===== src/rtl/dsm_mult.sv =====
module dsm_mult #(
  parameter int W = 8,
  parameter int S = 4
) (
  input  logic         clk,
  input  logic         rst,
  input  logic         in_vld,
  input  logic [W-1:0] a,
  input  logic [W-1:0] b,
  output logic         out_vld,
  output logic [2*W-1:0] prod
);
  localparam int OW = $clog2(W);
  localparam int PW = 2 * W;

  function automatic logic [OW-1:0] win_off(input logic [W-1:0] v);
    logic [OW-1:0] o;
    o = '0;
    for (int i = S; i < W; i++)
      if (v[i]) o = OW'(i - S + 1);
    return o;
  endfunction

  logic [OW-1:0] off_a, off_b;
  logic [OW:0]   sh;
  logic [S-1:0]  sa, sb;
  logic [W-1:0]  a_sh, b_sh;
  logic [2*S-1:0] pu;
  logic signed [S:0] xa, xb;
  logic signed [2*S+1:0] ps;
  logic [PW-1:0] full;

  assign off_a = win_off(a);
  assign off_b = win_off(b);
  assign a_sh  = a >> off_a;
  assign b_sh  = b >> off_b;
  assign sa    = a_sh[S-1:0];
  assign sb    = b_sh[S-1:0];
  assign sh    = {1'b0, off_a} + {1'b0, off_b};
  assign pu    = sa * sb;

  always_comb begin
    case ({a[W-1], b[W-1]})
      2'b01: begin
        xa = $signed({1'b0, sa});
        xb = $signed({sb[S-1], sb});
      end
      2'b10: begin
        xa = $signed({sa[S-1], sa});
        xb = $signed({1'b0, sb});
      end
      default: begin
        xa = '0;
        xb = '0;
      end
    endcase
    ps = xa * xb;
    if (a[W-1] == b[W-1])
      full = {{(PW-2*S){1'b0}}, pu} << sh;
    else
      full = {{(PW-2*S-2){ps[2*S+1]}}, ps} << sh;
  end

  always_ff @(posedge clk) begin
    if (rst) begin
      out_vld <= 1'b0;
      prod    <= '0;
    end else begin
      out_vld <= in_vld;
      if (in_vld) prod <= full;
    end
  end
endmodule


===== config.mk =====
export PLATFORM = sky130hd
export DESIGN_NAME = dsm_mult
export DESIGN_NICKNAME = d
export VERILOG_FILES = /design/src/rtl/dsm_mult.sv
export SDC_FILE = /design/constraint.sdc
export NUM_CORES = 1
export LEC_CHECK = 0
export BUFFER_PORTS_ARGS = -buffer_cell sky130_fd_sc_hd__buf_2
export CELL_PAD_IN_SITES_DETAIL_PLACEMENT = 2
export CELL_PAD_IN_SITES_GLOBAL_PLACEMENT = 2
export CORE_MARGIN = 2
export CORE_UTILIZATION = 35
export DETAILED_ROUTE_END_ITERATION = 10
export GPL_TIMING_DRIVEN = 0
export HOLD_SLACK_MARGIN = 0.15
export PLACE_DENSITY_LB_ADDON = 0.08
export SETUP_SLACK_MARGIN = 0.5
export SLEW_MARGIN = 20
export SYNTH_ARGS = -nofsm -noshare
export SYNTH_HDL_FRONTEND = slang
export SYNTH_SLANG_ARGS = --single-unit

===== constraint.sdc =====
create_clock -name clk -period 7.85 [get_ports clk]
set_clock_uncertainty 0.2 [all_clocks]
set_input_delay 1.1775 -clock clk [delete_from_list [all_inputs] [get_ports clk]]
set_output_delay 1.1775 -clock clk [all_outputs]
set_load 0.01 [all_outputs]

==> results of run 1 <==
## where the power goes
| part | total [mW] | internal [mW] | switching [mW] |
|---|---|---|---|
| Sequential | 0.0998 | 0.0953 | 0.00449 |
| Clock | 0.0689 | 0.0361 | 0.0328 |
| Combinational | 0.404 | 0.156 | 0.249 |
| Total | 0.573 | 0.287 | 0.286 |
## layer usage
layer  vias to the layer above  part of all wire (%)  wire [µm]  GRT usage (%)
met4                         0                   2.1        224           6.03
met5                         -                     0          0              0
met1                      1642                    43       4590           26.0
met3                        13                   1.3        142          0.690
li1                       1623                     -          -              -
met2                        40                    54       5810           42.7
## state kept, by name, summed over array words and instances (netlist names)
signal and cells:
out_vld 1, prod 16
## worst min-delay path, delay by kind of cell, from the launching register on
kind	cells	cell delay, ns
AO/OA/AOI/OAI	1	0.06
flip-flops	1	0.32
AND/OR/NAND/NOR	1	0.04
## cells in the final DEF (no fill, tap or decap), types with 3 or more instances in the layout
master	n
fa_1	23
o21a_1	3
xnor2_1	7
a221oi_1	4
a31oi_1	3
nand2b_1	7
o31ai_1	4
or2_2	7
clkbuf_8	3
inv_1	52
ha_1	33
clkbuf_1	11
o22ai_1	5
nand4_1	4
a21oi_1	28
dfxtp_1	17
a32oi_1	3
a211oi_1	5
nand3_1	6
nand2_1	41
and2_1	4
nor2_1	68
nor2b_1	10
nor3b_1	4
o21ai_0	16
mux2i_1	5
a2bb2oi_1	3
a2111oi_2	3
nor3_1	12
mux2_2	5
buf_2	37
o21bai_1	3
## timing repair
| item | 4_1_cts | 5_1_grt |
|---|---|---|
| hold buffers | 0 | 0 |
| cloned | 0 | 0 |
| resized for setup | 4 | 5 |
| endpoints found under the setup margin | 11 | 9 |
## how the worst min path moves through the flow
stage / to / depth (start not counted) / from / slack (ns)
floorplan: prod[7]$_SDFFE_PP0P_ / 2 / prod[7]$_SDFFE_PP0P_ / 0.28
global placement: prod[6]$_SDFFE_PP0P_ / 2 / prod[6]$_SDFFE_PP0P_ / 0.23
detailed placement: prod[6]$_SDFFE_PP0P_ / 2 / prod[6]$_SDFFE_PP0P_ / 0.25
CTS: prod[6]$_SDFFE_PP0P_ / 2 / prod[6]$_SDFFE_PP0P_ / 0.27
global route: prod[6]$_SDFFE_PP0P_ / 2 / prod[6]$_SDFFE_PP0P_ / 0.30
finish: prod[6]$_SDFFE_PP0P_ / 2 / prod[6]$_SDFFE_PP0P_ / 0.26
## cell usage after synthesis (all sizes together) (5+ instances only)
| library cell | n | share of area [%] |
|---|---|---|
| nor2 | 69 | 7.8 |
| buf | 9 | 1.4 |
| ha | 33 | 12 |
| inv | 52 | 5.9 |
| a21oi | 28 | 4.2 |
| dfxtp | 17 | 10 |
| nand2 | 42 | 4.8 |
| fa | 23 | 14 |
| mux2i | 5 | 1.5 |
| xnor2 | 8 | 2.1 |
| o22ai | 5 | 0.94 |
| nor2b | 10 | 1.9 |
| mux2 | 5 | 1.7 |
| nand3 | 6 | 0.90 |
| or2 | 8 | 1.5 |
| a221oi | 6 | 2.0 |
| o31ai | 5 | 1.5 |
| o21ai | 16 | 2.4 |
| nor3 | 12 | 1.8 |
| nand2b | 7 | 1.3 |
| a211oi | 6 | 1.4 |
| clkbuf | 11 | 1.2 |
## through the flow
step / hold WS, ns / setup slack, ns / area [µm²] / std cells / util [%]
floorplan: 0.283 / 1.10 / 3340 / 448 / -
global placement: 0.233 / -0.215 / 3650 / 608 / 39.5
detailed placement: 0.250 / -0.217 / 3650 / 608 / 39.5
CTS: 0.268 / 0.562 / 3710 / 612 / 40.1
global route: 0.298 / 0.511 / 3730 / 612 / 40.4
finish: 0.256 / 0.890 / 3730 / 612 / 40.4
## cells by family after synthesis
| logic type | Yosys count | share of synthesized area (%) |
|---|---|---|
| simple gates | 176 | 24.5 |
| compound gates | 105 | 23.4 |
| buf+inv | 72 | 8.51 |
| fa+ha+maj | 56 | 26.2 |
| flops | 17 | 10.2 |
| mux | 12 | 4.54 |
| xor+xnor | 10 | 2.63 |
## area by class of cell
cell class | count | share of cell area (%)
multi-input combinational | 359 | 73.5
sequential | 17 | 9.12
inverter | 52 | 5.23
tap | 129 | 4.32
timing repair buffer | 31 | 4.16
buffer | 20 | 2.48
clock buffer | 4 | 1.21
==> flow_summary.toml, run 1 <==
[drt]
vias = 3318
wl_per_cell_um = 17.6
first_pass_iters = 4
drc_errors = 0
drt_iter0_drc = 56
ant_nets = 0
avgViaCountPerCell = 5.42
wirelength_um = 10800

[sta]
fmax_mhz = 144
rsz0062_at_grt = "false"
tightest_slew_ns = 0.780
finalSetupViolCount = 0
slew_violations = 0
hold_viol = 0
period_minus_slack_ns = 6.96
post-route-period-util_pct = 88.7
tns_ns = 0
slew_headroom_pct = 48.0

[run]
drv_cap = 0

[yosys]
syn_nets = 523
synth_edf_count = 0
yosys_warnings = 0
synth-main-ff-cell = "dfxtp_1"
synthArstFlopShare_pct = 0
ys_types = 63
synth-seq-area-share_pct = 10.2
syn_area_mm2 = 0.00334
synth-seq-cells = 17
avgSynthCellArea_um2 = 7.45
syn-instance-count = 448

[floorplan]
start_util_pct = 36.1
dieArea_mm2 = 0.0103
dieHeight_um = 102
die_w_um = 102
boundaryPins = 36
rows = 35
coreArea_mm2 = 0.00924

[critical_path]
rr_endpoint = "prod[10]$_SDFFE_PP0P_"
setup.worst_path.class = "in2reg"
path_delay_family = "adder cells"
crit_path_max_fanout = 10
ff2ff_setup_slack_ns = 6.51
reg2reg_from = "prod[10]$_SDFFE_PP0P_"
slowest_stage = "fa_1"
cp-end-kind = "register"
slowest_delay_ns = 0.54
critical_path_required_ns = 7.81
arrival_ns = 6.92
worstSetupStartpoint = "a[7]"
path_buf_inv = 6
cp-endpoint = "prod[12]$_SDFFE_PP0P_"
rr_worst_depth = 4
critical_path.cell_chain = "buf_2 > clkbuf_2 > inv_1 > ha_1 > clkbuf_2 > buf_2 > nor2_4 > nand2_1 > or2_2 > fa_1 > fa_1 > fa_1 > inv_1 > ha_1 > a211o_1 > a311oi_1 > o31ai_1 > a22oi_2 > mux2_2 > nand2_1 > a2111oi_2"
crit_path_start_kind = "primary input"
path_depth = 21
cpMostUsedCell = "fa_1"

[clock_tree]
path_clk_slew_ns = 0.07
clock_sinks = 17
cts_max_level = 1
post_cts.repair.setup_buffers = 0
cts_buffer_depth = 2
root_buffer = "clkbuf_8"
clk_latency_ns = 0.25
tritoncts.num_buffers = 3
cts_tree = "done"

[finish]
register_area_um2 = 340
num-fill-cells = 1135
layout-drive-gt1-share_pct = 15.3
area_growth_pct = 11.9
multiInputGateArea_mm2 = 0.00274
n_antenna_cell = 0
fin_nets = 559

[pwr]
ir_worst_vdd_mv = 0.0471
power_uw = 573
total_leakage_power_nw = 1.67
power_density_mw_per_mm2 = 154

[global_routing]
grt_max_degree = 11
grt_pass1_wl_um = 18100
antenna_found_initial = 0
grt_pass1_vias = 3656
grt-ovfl-total = 0
grt.total_usage_pct = 21.9

[min_path]
holdCritPathClass = "reg2reg"

[place]
place.gp.congestion = 0.823
numPortBuffers = 31
dp_hpwl_um = 9200

[outcome]
outcome = "finished clean"
Power figures use the tool's default switching activity.
==> run 2, diff against run 1 <==
--- a/config.mk
+++ b/config.mk
@@ -11,7 +11,6 @@
 export CORE_MARGIN = 2
 export CORE_UTILIZATION = 35
 export DETAILED_ROUTE_END_ITERATION = 10
-export GPL_TIMING_DRIVEN = 0
 export HOLD_SLACK_MARGIN = 0.15
 export PLACE_DENSITY_LB_ADDON = 0.08
 export SETUP_SLACK_MARGIN = 0.5
==> run 2 against run 1 <==
Net effect:
- critical path depth shrank 3
- cell count shrank 2.5%
- via count shrank 2.3%
- clock power grew 3.8%
- total power shrank 2.9%
- worst setup slack gained 0.43 ns
- sequential share of layout area grew 0.24 points
- critical endpoint is now prod[8]$_SDFFE_PP0P_
- largest cell class unchanged
==> flow_summary.toml, run 2 (synthesis gave the netlist of run 1 again) <==
[floorplan]
rows = 35
coreArea_mm2 = 0.00924
boundaryPins = 36
dieArea_mm2 = 0.0103
die_w_um = 102
dieHeight_um = 102
start_util_pct = 36.1

[min_path]
holdCritPathClass = "reg2reg"
min_from = "prod[2]$_SDFFE_PP0P_"
worstHoldPathCells = 2
whs_endpoint = "prod[2]$_SDFFE_PP0P_"

[critical_path]
critical_path_required_ns = 7.79
arrival_ns = 6.47
crit_path_start_kind = "primary input"
reg2reg_from = "prod[11]$_SDFFE_PP0P_"
cp-end-kind = "register"
rr_endpoint = "prod[11]$_SDFFE_PP0P_"
rr_worst_depth = 6
ff2ff_setup_slack_ns = 6.49
setup.worst_path.class = "in2reg"
crit_path_max_fanout = 14

[drt]
drt_iter0_drc = 57
drc_errors = 0
wl_per_cell_um = 17.1
avgViaCountPerCell = 5.43
vias = 3242
wirelength_um = 10200
first_pass_iters = 4
ant_nets = 0

[sta]
period_minus_slack_ns = 6.53
slew_headroom_pct = 29.6
hold_viol = 0
tightest_slew_ns = 1.06
rsz0062_at_grt = "false"
tns_ns = 0
finalSetupViolCount = 0
fmax_mhz = 153
slew_violations = 0
post-route-period-util_pct = 83.1
layout_setup_ws_ns = 1.32

[global_routing]
grt_pass1_wl_um = 17400
grt.total_usage_pct = 21.0
grt-ovfl-total = 0
antenna_found_initial = 0
grt_pass1_vias = 3562
grt_max_degree = 32

[finish]
area_growth_pct = 9.04
num-fill-cells = 1149
largest-register = "prod"
fin_nets = 544
fin_cells = 597
mostFrequentLayoutCells = "nor2_1, inv_1, nand2_1"
layout-drive-gt1-share_pct = 14.1
multiInputGateArea_mm2 = 0.00271
final_common_cell = "nor2_1"
register_area_um2 = 340
biggestRegsByFlops = "prod: 16 flops, out_vld: 1 flops"
n_antenna_cell = 0
largest_reg_flops = 16

[clock_tree]
cts_hold_buf = 0
clk_latency_ns = 0.27
post_cts.repair.setup_buffers = 0
ctsResizeCount = 0
path_clk_slew_ns = 0.07
cts_buffer_depth = 2
tritoncts.num_buffers = 3
cts_tree = "done"
root_buffer = "clkbuf_8"
cts_max_level = 1
clock_sinks = 17

[outcome]
outcome = "finished clean"

[pwr]
power_uw = 557
power.switching_uw = 277
seqPwrFrac_pct = 18.0
total_leakage_power_nw = 1.63
switching_share_pct = 49.8
p_comb_share_pct = 69.2
p_clk_share_pct = 12.8
internal_power_uw = 279
power_density_mw_per_mm2 = 153
ir_worst_vdd_mv = 0.0492

[place]
place.gp.congestion = 0.787
numPortBuffers = 35
place_ws_ns = 1.04
place_inst = 593
dp_hpwl_um = 8540

[run]
drv_cap = 0
## run 2: metrics by stage
stage               instance area [µm²]  hold slack [ns]  utilization (%)
global placement                   3590            0.233             38.9
detailed placement                 3590            0.258             38.9
global route                       3640            0.301             39.4
CTS                                3640            0.277             39.4
finish                             3640            0.274             39.4
floorplan                          3340            0.283                -
## run 2: worst max-delay path by stage
stage / end / depth (start not counted) / slack, ns / startpoint
final: prod[8]$_SDFFE_PP0P_ / 18 / 1.32 / a[7]
after global routing: prod[12]$_SDFFE_PP0P_ / 18 / 0.94 / a[7]
after floorplan: prod[8]$_SDFFE_PP0P_ / 20 / 1.10 / a[7]
after global placement: prod[8]$_SDFFE_PP0P_ / 18 / 1.16 / a[7]
after CTS: prod[8]$_SDFFE_PP0P_ / 18 / 1.32 / a[7]
after detailed placement: prod[8]$_SDFFE_PP0P_ / 18 / 1.04 / a[7]
## run 2: worst max-delay path, cell delays in order
cell and delay [ns]:
buf_2 0.25, inv_1 0.11, ha_1 0.32, nor2_1 0.36, nand2_1 0.19, or2_2 0.33, fa_1 0.49, fa_1 0.52
fa_1 0.56, inv_1 0.08, fa_1 0.46, xnor2_1 0.26, a2bb2oi_1 0.27, a221oi_1 0.12, and2_1 0.23, mux2_2 0.28
a2111oi_1 0.38, nor3_1 0.09
## run 2: per-layer routing
| metal | global-route usage [%] | vias to the layer above | wire (µm) |
|---|---|---|---|
| met5 | 0 | - | 0 |
| met4 | 3.43 | 0 | 72 |
| met3 | 0.897 | 5 | 198 |
| met2 | 40.9 | 38 | 5410 |
| met1 | 25.6 | 1614 | 4550 |
| li1 | - | 1585 | - |
## run 2: cell type report
class | count | area share [%]
Multi-Input combinational cell | 359 | 74.5
Clock inverter | 1 | 0.138
Inverter | 52 | 5.37
Clock buffer | 3 | 1.14
Tap cell | 129 | 4.44
Timing Repair Buffer | 36 | 5.02
Sequential cell | 17 | 9.36
## run 2: power by group through the flow
stage	Sequential (mW)	Combinational [mW]	Clock [mW]
CTS	0.100	0.391	0.0721
global route	0.101	0.436	0.0748
detailed placement	0.102	0.386	0
global placement	0.101	0.377	0
finish	0.100	0.385	0.0715
floorplan	0.106	0.278	0
